File: config.mk
export PLATFORM = sky130hd
export DESIGN_NAME = regw_coalesce_bridge
export DESIGN_NICKNAME = d
export VERILOG_FILES = /design/src/rtl/rcb_pkg.sv /design/src/rtl/rcb_spacer.sv /design/src/rtl/rcb_shadow.sv /design/src/rtl/rcb_ctrl.sv /design/src/rtl/regw_coalesce_bridge.sv
export SDC_FILE = /design/constraint.sdc
export NUM_CORES = 1
export LEC_CHECK = 0
export ABC_CLOCK_PERIOD_IN_PS = 3500
export BUFFER_PORTS_ARGS = -buffer_cell sky130_fd_sc_hd__buf_2
export CORE_ASPECT_RATIO = 1.1
export CORE_UTILIZATION = 50
export DETAILED_ROUTE_END_ITERATION = 10
export HOLD_SLACK_MARGIN = 0.08
export PLACE_DENSITY = 0.71
export RECOVER_POWER = 100
export SYNTH_ARGS = -nofsm -noshare
export SYNTH_HDL_FRONTEND = slang
export SYNTH_SLANG_ARGS = --single-unit
File: constraint.sdc
create_clock -name clk -period 3.5 [get_ports clk]
set_input_delay 0.175 -clock clk [delete_from_list [all_inputs] [get_ports clk]]
set_output_delay 0.175 -clock clk [all_outputs]
set_load 0.01 [all_outputs]
File: src/rtl/rcb_pkg.sv
package rcb_pkg;

  typedef enum logic [1:0] {
    SZ_BYTE = 2'd0,
    SZ_HALF = 2'd1,
    SZ_WORD = 2'd2
  } size_e;

  typedef enum logic [1:0] {
    K_PLAIN = 2'd0,
    K_BLK   = 2'd1,
    K_XFER  = 2'd2,
    K_CMD   = 2'd3
  } kind_e;

  function automatic logic [4:0] lane_shift(input logic [1:0] lo);
    return {lo, 3'b000};
  endfunction

  function automatic logic [31:0] lane_base(input logic [1:0] sz);
    case (sz)
      SZ_BYTE: return 32'h0000_00FF;
      SZ_HALF: return 32'h0000_FFFF;
      default: return 32'hFFFF_FFFF;
    endcase
  endfunction

  // Replace the addressed lane of old_w with val.
  function automatic logic [31:0] merge_lane(input logic [31:0] old_w,
                                             input logic [31:0] val,
                                             input logic [1:0]  sz,
                                             input logic [1:0]  lo);
    logic [31:0] base;
    logic [4:0]  sh;
    base = lane_base(sz);
    sh   = lane_shift(lo);
    if (sz == SZ_WORD) return val;
    return (old_w & ~(base << sh)) | ((val & base) << sh);
  endfunction

  // Extract the addressed lane, right-justified.
  function automatic logic [31:0] pick_lane(input logic [31:0] w,
                                            input logic [1:0]  sz,
                                            input logic [1:0]  lo);
    if (sz == SZ_WORD) return w;
    return (w >> lane_shift(lo)) & lane_base(sz);
  endfunction

  function automatic int unsigned stall_cycles(input logic        slow,
                                               input int unsigned period,
                                               input int unsigned fallback);
    if (!slow) return 0;
    if (period == 0) return fallback;
    return 4 * period;
  endfunction

endpackage

File: src/rtl/rcb_spacer.sv
module rcb_spacer #(
  parameter int CNT_W    = 12,
  parameter int FALLBACK = 40
) (
  input  logic             clk,
  input  logic             rst_n,
  input  logic             cfg_slow_en,
  input  logic [CNT_W-1:0] cfg_period,
  input  logic             start,
  output logic             busy
);
  import rcb_pkg::*;

  localparam int SP_W = CNT_W + 3;

  logic [SP_W-1:0] cnt;
  logic [SP_W-1:0] load_val;

  always_comb load_val = SP_W'(stall_cycles(cfg_slow_en, 32'(cfg_period), FALLBACK));

  always_ff @(posedge clk or negedge rst_n) begin
    if (!rst_n)              cnt <= '0;
    else if (start)          cnt <= load_val;
    else if (cnt != '0)      cnt <= cnt - 1'b1;
  end

  assign busy = (cnt != '0);
endmodule

File: src/rtl/rcb_shadow.sv
module rcb_shadow (
  input  logic        clk,
  input  logic        rst_n,
  input  logic        blk_ld,
  input  logic [31:0] blk_din,
  input  logic        blk_clr,
  input  logic        cmd_ld,
  input  logic [31:0] cmd_din,
  input  logic        cmd_vld_din,
  output logic [31:0] blk_word,
  output logic [31:0] cmd_word,
  output logic        blk_vld,
  output logic        cmd_vld
);
  always_ff @(posedge clk or negedge rst_n) begin
    if (!rst_n) begin
      blk_word <= '0;
      blk_vld  <= 1'b0;
    end else if (blk_ld) begin
      blk_word <= blk_din;
      blk_vld  <= 1'b1;
    end else if (blk_clr) begin
      blk_vld  <= 1'b0;
    end
  end

  always_ff @(posedge clk or negedge rst_n) begin
    if (!rst_n) begin
      cmd_word <= '0;
      cmd_vld  <= 1'b0;
    end else if (cmd_ld) begin
      cmd_word <= cmd_din;
      cmd_vld  <= cmd_vld_din;
    end
  end
endmodule

File: src/rtl/rcb_ctrl.sv
module rcb_ctrl #(
  parameter int              ADDR_W   = 8,
  parameter logic [ADDR_W-1:0] BLK_OFS  = 8'h04,
  parameter logic [ADDR_W-1:0] XFER_OFS = 8'h0C,
  parameter logic [ADDR_W-1:0] CMD_OFS  = 8'h0E
) (
  input  logic              clk,
  input  logic              rst_n,
  input  logic              h_valid,
  output logic              h_ready,
  input  logic              h_write,
  input  logic [1:0]        h_size,
  input  logic [ADDR_W-1:0] h_addr,
  input  logic [31:0]       h_wdata,
  output logic [31:0]       h_rdata,
  output logic              h_rvalid,
  output logic              p_req,
  output logic              p_we,
  output logic [ADDR_W-1:0] p_addr,
  output logic [31:0]       p_wdata,
  input  logic [31:0]       p_rdata,
  input  logic [31:0]       blk_word,
  input  logic [31:0]       cmd_word,
  input  logic              blk_vld,
  input  logic              cmd_vld,
  output logic              blk_ld,
  output logic [31:0]       blk_din,
  output logic              blk_clr,
  output logic              cmd_ld,
  output logic [31:0]       cmd_din,
  output logic              cmd_vld_din,
  output logic              sp_start,
  input  logic              sp_busy,
  output logic              ev_flush,
  output logic              ev_cmd_wr
);
  import rcb_pkg::*;

  typedef enum logic [2:0] {
    S_IDLE, S_PRD, S_PCAP, S_BLKWR, S_WR, S_WAIT, S_RESP
  } state_e;

  localparam int WA_W = ADDR_W - 2;

  function automatic kind_e classify(input logic [ADDR_W-1:0] a, input logic [1:0] sz);
    if (sz != SZ_HALF)                        return K_PLAIN;
    if (a[ADDR_W-1:2] == BLK_OFS[ADDR_W-1:2]) return K_BLK;
    if (a == XFER_OFS)                        return K_XFER;
    if (a == CMD_OFS)                         return K_CMD;
    return K_PLAIN;
  endfunction

  function automatic logic [ADDR_W-1:0] word_of(input logic [ADDR_W-1:0] a);
    return {a[ADDR_W-1:2], 2'b00};
  endfunction

  state_e            state;
  logic              op_we;
  logic [1:0]        op_size;
  logic [ADDR_W-1:0] op_addr;
  logic [31:0]       op_wdata;
  kind_e             op_kind;
  logic [31:0]       m_word;
  logic [31:0]       rdata_q;
  logic              ret_wr;

  logic  acc;
  kind_e acc_kind;
  logic  shadow_hit;
  logic [31:0] shadow_src;
  logic [31:0] cmd_merged;
  logic [31:0] cap_merged;

  always_comb begin
    acc        = (state == S_IDLE) && h_valid;
    acc_kind   = classify(h_addr, h_size);
    shadow_hit = (acc_kind == K_XFER && cmd_vld) || (acc_kind == K_BLK && blk_vld);
    shadow_src = (acc_kind == K_XFER) ? cmd_word : blk_word;
    cmd_merged = merge_lane(cmd_word, h_wdata, h_size, h_addr[1:0]);
    cap_merged = merge_lane(p_rdata, op_wdata, op_size, op_addr[1:0]);
  end

  // Shadow update controls
  always_comb begin
    blk_ld      = 1'b0;
    blk_din     = cap_merged;
    cmd_ld      = 1'b0;
    cmd_din     = cap_merged;
    cmd_vld_din = 1'b1;
    if (acc && h_write && acc_kind == K_BLK && blk_vld) begin
      blk_ld  = 1'b1;
      blk_din = merge_lane(blk_word, h_wdata, h_size, h_addr[1:0]);
    end else if (state == S_PCAP && op_we && op_kind == K_BLK) begin
      blk_ld  = 1'b1;
    end
    if (acc && h_write && acc_kind == K_CMD) begin
      cmd_ld      = 1'b1;
      cmd_din     = cmd_merged;
      cmd_vld_din = 1'b0;
    end else if (state == S_PCAP && op_we && op_kind == K_XFER) begin
      cmd_ld      = 1'b1;
    end
  end

  assign blk_clr   = (state == S_BLKWR);
  assign h_ready   = (state == S_IDLE);
  assign h_rvalid  = (state == S_RESP);
  assign h_rdata   = rdata_q;
  assign p_req     = (state == S_PRD) || (state == S_BLKWR) || (state == S_WR);
  assign p_we      = (state == S_BLKWR) || (state == S_WR);
  assign p_addr    = (state == S_BLKWR) ? word_of(BLK_OFS) : word_of(op_addr);
  assign p_wdata   = (state == S_BLKWR) ? blk_word : m_word;
  assign sp_start  = p_req && p_we;
  assign ev_flush  = (state == S_BLKWR);
  assign ev_cmd_wr = (state == S_WR) && (op_kind == K_CMD);

  always_ff @(posedge clk or negedge rst_n) begin
    if (!rst_n) begin
      state    <= S_IDLE;
      op_we    <= 1'b0;
      op_size  <= 2'd0;
      op_addr  <= '0;
      op_wdata <= '0;
      op_kind  <= K_PLAIN;
      m_word   <= '0;
      rdata_q  <= '0;
      ret_wr   <= 1'b0;
    end else begin
      case (state)
        S_IDLE: if (acc) begin
          op_we    <= h_write;
          op_size  <= h_size;
          op_addr  <= h_addr;
          op_wdata <= h_wdata;
          op_kind  <= acc_kind;
          if (!h_write) begin
            if (shadow_hit) begin
              rdata_q <= pick_lane(shadow_src, h_size, h_addr[1:0]);
              state   <= S_RESP;
            end else begin
              state   <= S_PRD;
            end
          end else if (h_size == SZ_WORD) begin
            m_word <= h_wdata;
            state  <= S_WR;
          end else begin
            case (acc_kind)
              K_BLK:   state <= blk_vld ? S_IDLE : S_PRD;
              K_CMD: begin
                m_word <= cmd_merged;
                state  <= blk_vld ? S_BLKWR : S_WR;
              end
              default: state <= S_PRD;
            endcase
          end
        end
        S_PRD:  state <= S_PCAP;
        S_PCAP: begin
          if (!op_we) begin
            rdata_q <= pick_lane(p_rdata, op_size, op_addr[1:0]);
            state   <= S_RESP;
          end else if (op_kind == K_BLK || op_kind == K_XFER) begin
            state   <= S_IDLE;
          end else begin
            m_word  <= cap_merged;
            state   <= S_WR;
          end
        end
        S_BLKWR: begin
          ret_wr <= 1'b1;
          state  <= S_WAIT;
        end
        S_WR: begin
          ret_wr <= 1'b0;
          state  <= S_WAIT;
        end
        S_WAIT: if (!sp_busy) state <= ret_wr ? S_WR : S_IDLE;
        S_RESP: state <= S_IDLE;
        default: state <= S_IDLE;
      endcase
    end
  end
endmodule

File: src/rtl/regw_coalesce_bridge.sv
module regw_coalesce_bridge #(
  parameter int                ADDR_W   = 8,
  parameter int                CNT_W    = 12,
  parameter int                FALLBACK = 40,
  parameter logic [ADDR_W-1:0] BLK_OFS  = 8'h04,
  parameter logic [ADDR_W-1:0] XFER_OFS = 8'h0C,
  parameter logic [ADDR_W-1:0] CMD_OFS  = 8'h0E
) (
  input  logic              clk,
  input  logic              rst_n,
  input  logic              cfg_slow_en,
  input  logic [CNT_W-1:0]  cfg_period,
  input  logic              h_valid,
  output logic              h_ready,
  input  logic              h_write,
  input  logic [1:0]        h_size,
  input  logic [ADDR_W-1:0] h_addr,
  input  logic [31:0]       h_wdata,
  output logic [31:0]       h_rdata,
  output logic              h_rvalid,
  output logic              p_req,
  output logic              p_we,
  output logic [ADDR_W-1:0] p_addr,
  output logic [31:0]       p_wdata,
  input  logic [31:0]       p_rdata
);
  logic [31:0] blk_word, cmd_word, blk_din, cmd_din;
  logic        blk_vld, cmd_vld, blk_ld, blk_clr, cmd_ld, cmd_vld_din;
  logic        sp_start, sp_busy, ev_flush, ev_cmd_wr;

  rcb_ctrl #(
    .ADDR_W(ADDR_W), .BLK_OFS(BLK_OFS), .XFER_OFS(XFER_OFS), .CMD_OFS(CMD_OFS)
  ) u_ctrl (
    .clk, .rst_n, .h_valid, .h_ready, .h_write, .h_size, .h_addr, .h_wdata,
    .h_rdata, .h_rvalid, .p_req, .p_we, .p_addr, .p_wdata, .p_rdata,
    .blk_word, .cmd_word, .blk_vld, .cmd_vld, .blk_ld, .blk_din, .blk_clr,
    .cmd_ld, .cmd_din, .cmd_vld_din, .sp_start, .sp_busy, .ev_flush, .ev_cmd_wr
  );

  rcb_shadow u_shadow (
    .clk, .rst_n, .blk_ld, .blk_din, .blk_clr, .cmd_ld, .cmd_din, .cmd_vld_din,
    .blk_word, .cmd_word, .blk_vld, .cmd_vld
  );

  rcb_spacer #(.CNT_W(CNT_W), .FALLBACK(FALLBACK)) u_spacer (
    .clk, .rst_n, .cfg_slow_en, .cfg_period, .start(sp_start), .busy(sp_busy)
  );
endmodule

==> metrics <==
R2R Setup Slk=0.31 ns; TNS Setup=0 ns; CTS Buf Count=17; fin nets=1733; Slew @ Worst Pin=2.76 ns; Reg clk slew, reported paths=0.08 ns; All-Layer GR Usage=0.390; crit end category=flip-flop; die footprint=25900 µm²; HP Class=input port to flip-flop; drt initial violations=1477; vias in the first global route=12600; Reg2Reg Depth=4; most frequent cell after synthesis=nand2_1; Area Overhead vs Synth=16.4%; Async S/R FF share, synth=1.00; P_leak=6.46 nW; crit path DAT=3.57 ns; skew final=0.0123 ns; Final Cycle Share=0.911; Clock Latency Late Sink=0.45 ns; Clock Path Buffers=2; peak supply drop=0.422 mV; Commonest cells post-synth=nand2_1 (239), dfrtp_1 (194), nor2_1 (104), o21ai_0 (101), clkbuf_1 (98); Placed Cells=1881; first-pass GRT wire length=76200 µm; Final ANT Viol Nets=0; Wirelength per Cell=25.6 µm; global routing usage on met3=0.0963; drt via density=6.75; share of post-route cells with drive strength above 1=0.149; Cells after Synth=1482; #FFs+latches synth=194; IO Port Bufs=164; synthesized cell area=12600 µm²; min-delay src=h_wdata[26]; # rows=60; final worst path period need=3.19 ns; failing checks=capacitance limit, slew limit; worst hold path cell count=3; top cell type by total area after synthesis=dfrtp_1; antenna cells=0; ys flop type=dfrtp_1; critical path peak fanout=29; startpoint types=flip-flop; Power per Cell Area=747 nW/µm²; CTS tree=yes; kind of critical path=flip-flop to flip-flop; largest net degree at the start of global routing=103; Initial Util=0.514; Clock Root Buffer=clkbuf_16; max-slew violation count=130; max cap viols=2; Ys Warns=0; Vias=13200; EDFF count, synth=0; DRC violations left=0; IO Pins=167; top post-synthesis cells by area=dfrtp_1 (38%), nand2_1 (7.1%), mux2_2 (4.5%); Worst Hold Path EP=u_ctrl.op_wdata[26]; Fillers=2290; Max Freq=314 MHz; met1 Use GR=0.496; Final Non-Filler Cells=1962; syn avg cell area=8.54 µm²; first drt pass iteration count=6; H-Tree Level Count=4; Die Span Y=169 µm; M2 GR Usage=0.614; Netlist cell types=81; CP required=3.88 ns; Setup violations, final=0; GR peak layer=met2; Hold Fails Final Rpt=0; Routed WL=50300 µm; Rel. slew slack=-0.837; post-synth top area share=0.384; initial antenna violation count=0; FF-to-FF Start=u_ctrl.state[2]; Setup Fix Bufs, Post-CTS=0; GRT overflow=0; worst reg2reg endpoint=u_ctrl.op_wdata[19]; core area=24600 µm²; clock net sink count=194; RePlAce Congestion=1.02; status=finished, violations left; Post-DP HPWL=35800 µm; sequential area share after synthesis=0.384; Die Wd=154 µm; RSZ-0062 raised after global routing=no
==> worst max-delay path by stage <==
stage / startpoint / to / slack [ns] / cells after the start
finish: u_ctrl.state[2] / u_ctrl.op_wdata[19] / 0.31 / 4
detailed placement: h_size[0] / u_ctrl.h_rdata[15] / 0.58 / 7
global placement: h_size[0] / u_ctrl.h_rdata[15] / 0.71 / 7
global route: rst_n / u_ctrl.h_rdata[19] / 0.25 / 3
CTS: u_ctrl.state[1] / u_shadow.blk_word[6] / 0.68 / 5
floorplan: u_spacer.cnt[0] / u_spacer.cnt[9] / 1.35 / 8
==> cell families (layout without fill, tap and decap cells) <==
group	after synthesis	in the layout	synth area share
AND/OR/NAND/NOR	528	528	0.196
AO/OA/AOI/OAI	506	506	0.286
flip-flops	194	194	0.384
buffers and inverters	150	319	0.0480
multiplexers	88	88	0.0747
XOR/XNOR	12	12	0.00831
adder cells (fa/ha/maj)	3	3	0.00297
other	1	2	0.000296
==> registers in the layout (all words and copies together) (netlist names), 3 cells and up <==
register / flops
u_ctrl.m_word: 32
u_shadow.cmd_word: 32
u_ctrl.op_wdata: 32
u_ctrl.op_addr: 8
u_ctrl.state: 3
u_ctrl.h_rdata: 32
u_spacer.cnt: 15
u_shadow.blk_word: 32
==> worst max-delay path: stages (launching register included) <==
cell and delay, ns:
dfrtp_1 0.52, nor4b_1 0.96, clkbuf_1 1.15, nand2_1 0.33
nand2_1 0.13
==> layer usage <==
metal | routed length (µm) | vias up
li1 | - | 5831
met1 | 19200 | 6360
met2 | 22700 | 868
met3 | 5670 | 177
met4 | 2790 | 0
met5 | 0 | -
==> cell type report <==
class                           count  area [µm²]  area share
Tap cell                          310         388      0.0264
Timing Repair Buffer              267        1630       0.110
Clock buffer                       18         439      0.0298
Multi-Input combinational cell   1139        7190       0.488
Sequential cell                   194        4850       0.330
Clock inverter                     14         146     0.00995
Inverter                           20        75.1     0.00510
==> where the power goes <==
group	switching, mW	leakage, nW	internal [mW]
registers	0.738	2.41	2.94
logic	3.30	3.77	2.03
clock network	1.01	0.284	0.972
==> stage by stage <==
step                      setup WS [ns]  hold slack [ns]  utilization  power [mW]  cell area, µm²
final                             0.311           0.0767        0.598        11.0           14700
after global routing              0.248           0.0824        0.598        11.6           14700
after detailed placement          0.584            0.335        0.561        9.00           13800
after CTS                         0.676           0.0808        0.604        11.0           14900
after global placement            0.708            0.342        0.561        8.93           13800
after floorplan                    1.35           -0.121            -        6.88           12700
==> cell usage in the layout (no fill, tap or decap), types with 23 or more instances in the layout <==
| cell type | n |
|---|---|
| nand2_1 | 238 |
| dfrtp_1 | 194 |
| nor2_1 | 104 |
| o21ai_0 | 102 |
| buf_2 | 96 |
| clkbuf_1 | 77 |
| a21oi_1 | 63 |
| dlygate4sd3_1 | 49 |
| mux2_2 | 46 |
| buf_4 | 38 |
| mux2i_1 | 37 |
| o22ai_1 | 31 |
| nand3_1 | 29 |
| o221ai_1 | 28 |
| nor3_1 | 25 |
| a21o_1 | 24 |
| o211ai_1 | 23 |
==> repair_timing <==
action                                  in CTS  in global routing
gates resized for setup                      0                  0
endpoints found under the hold margin      143                  2
endpoints found under the setup margin       0                  0
hold buffers                                47                  2
Note: power is estimated with default switching activity, not from simulation.
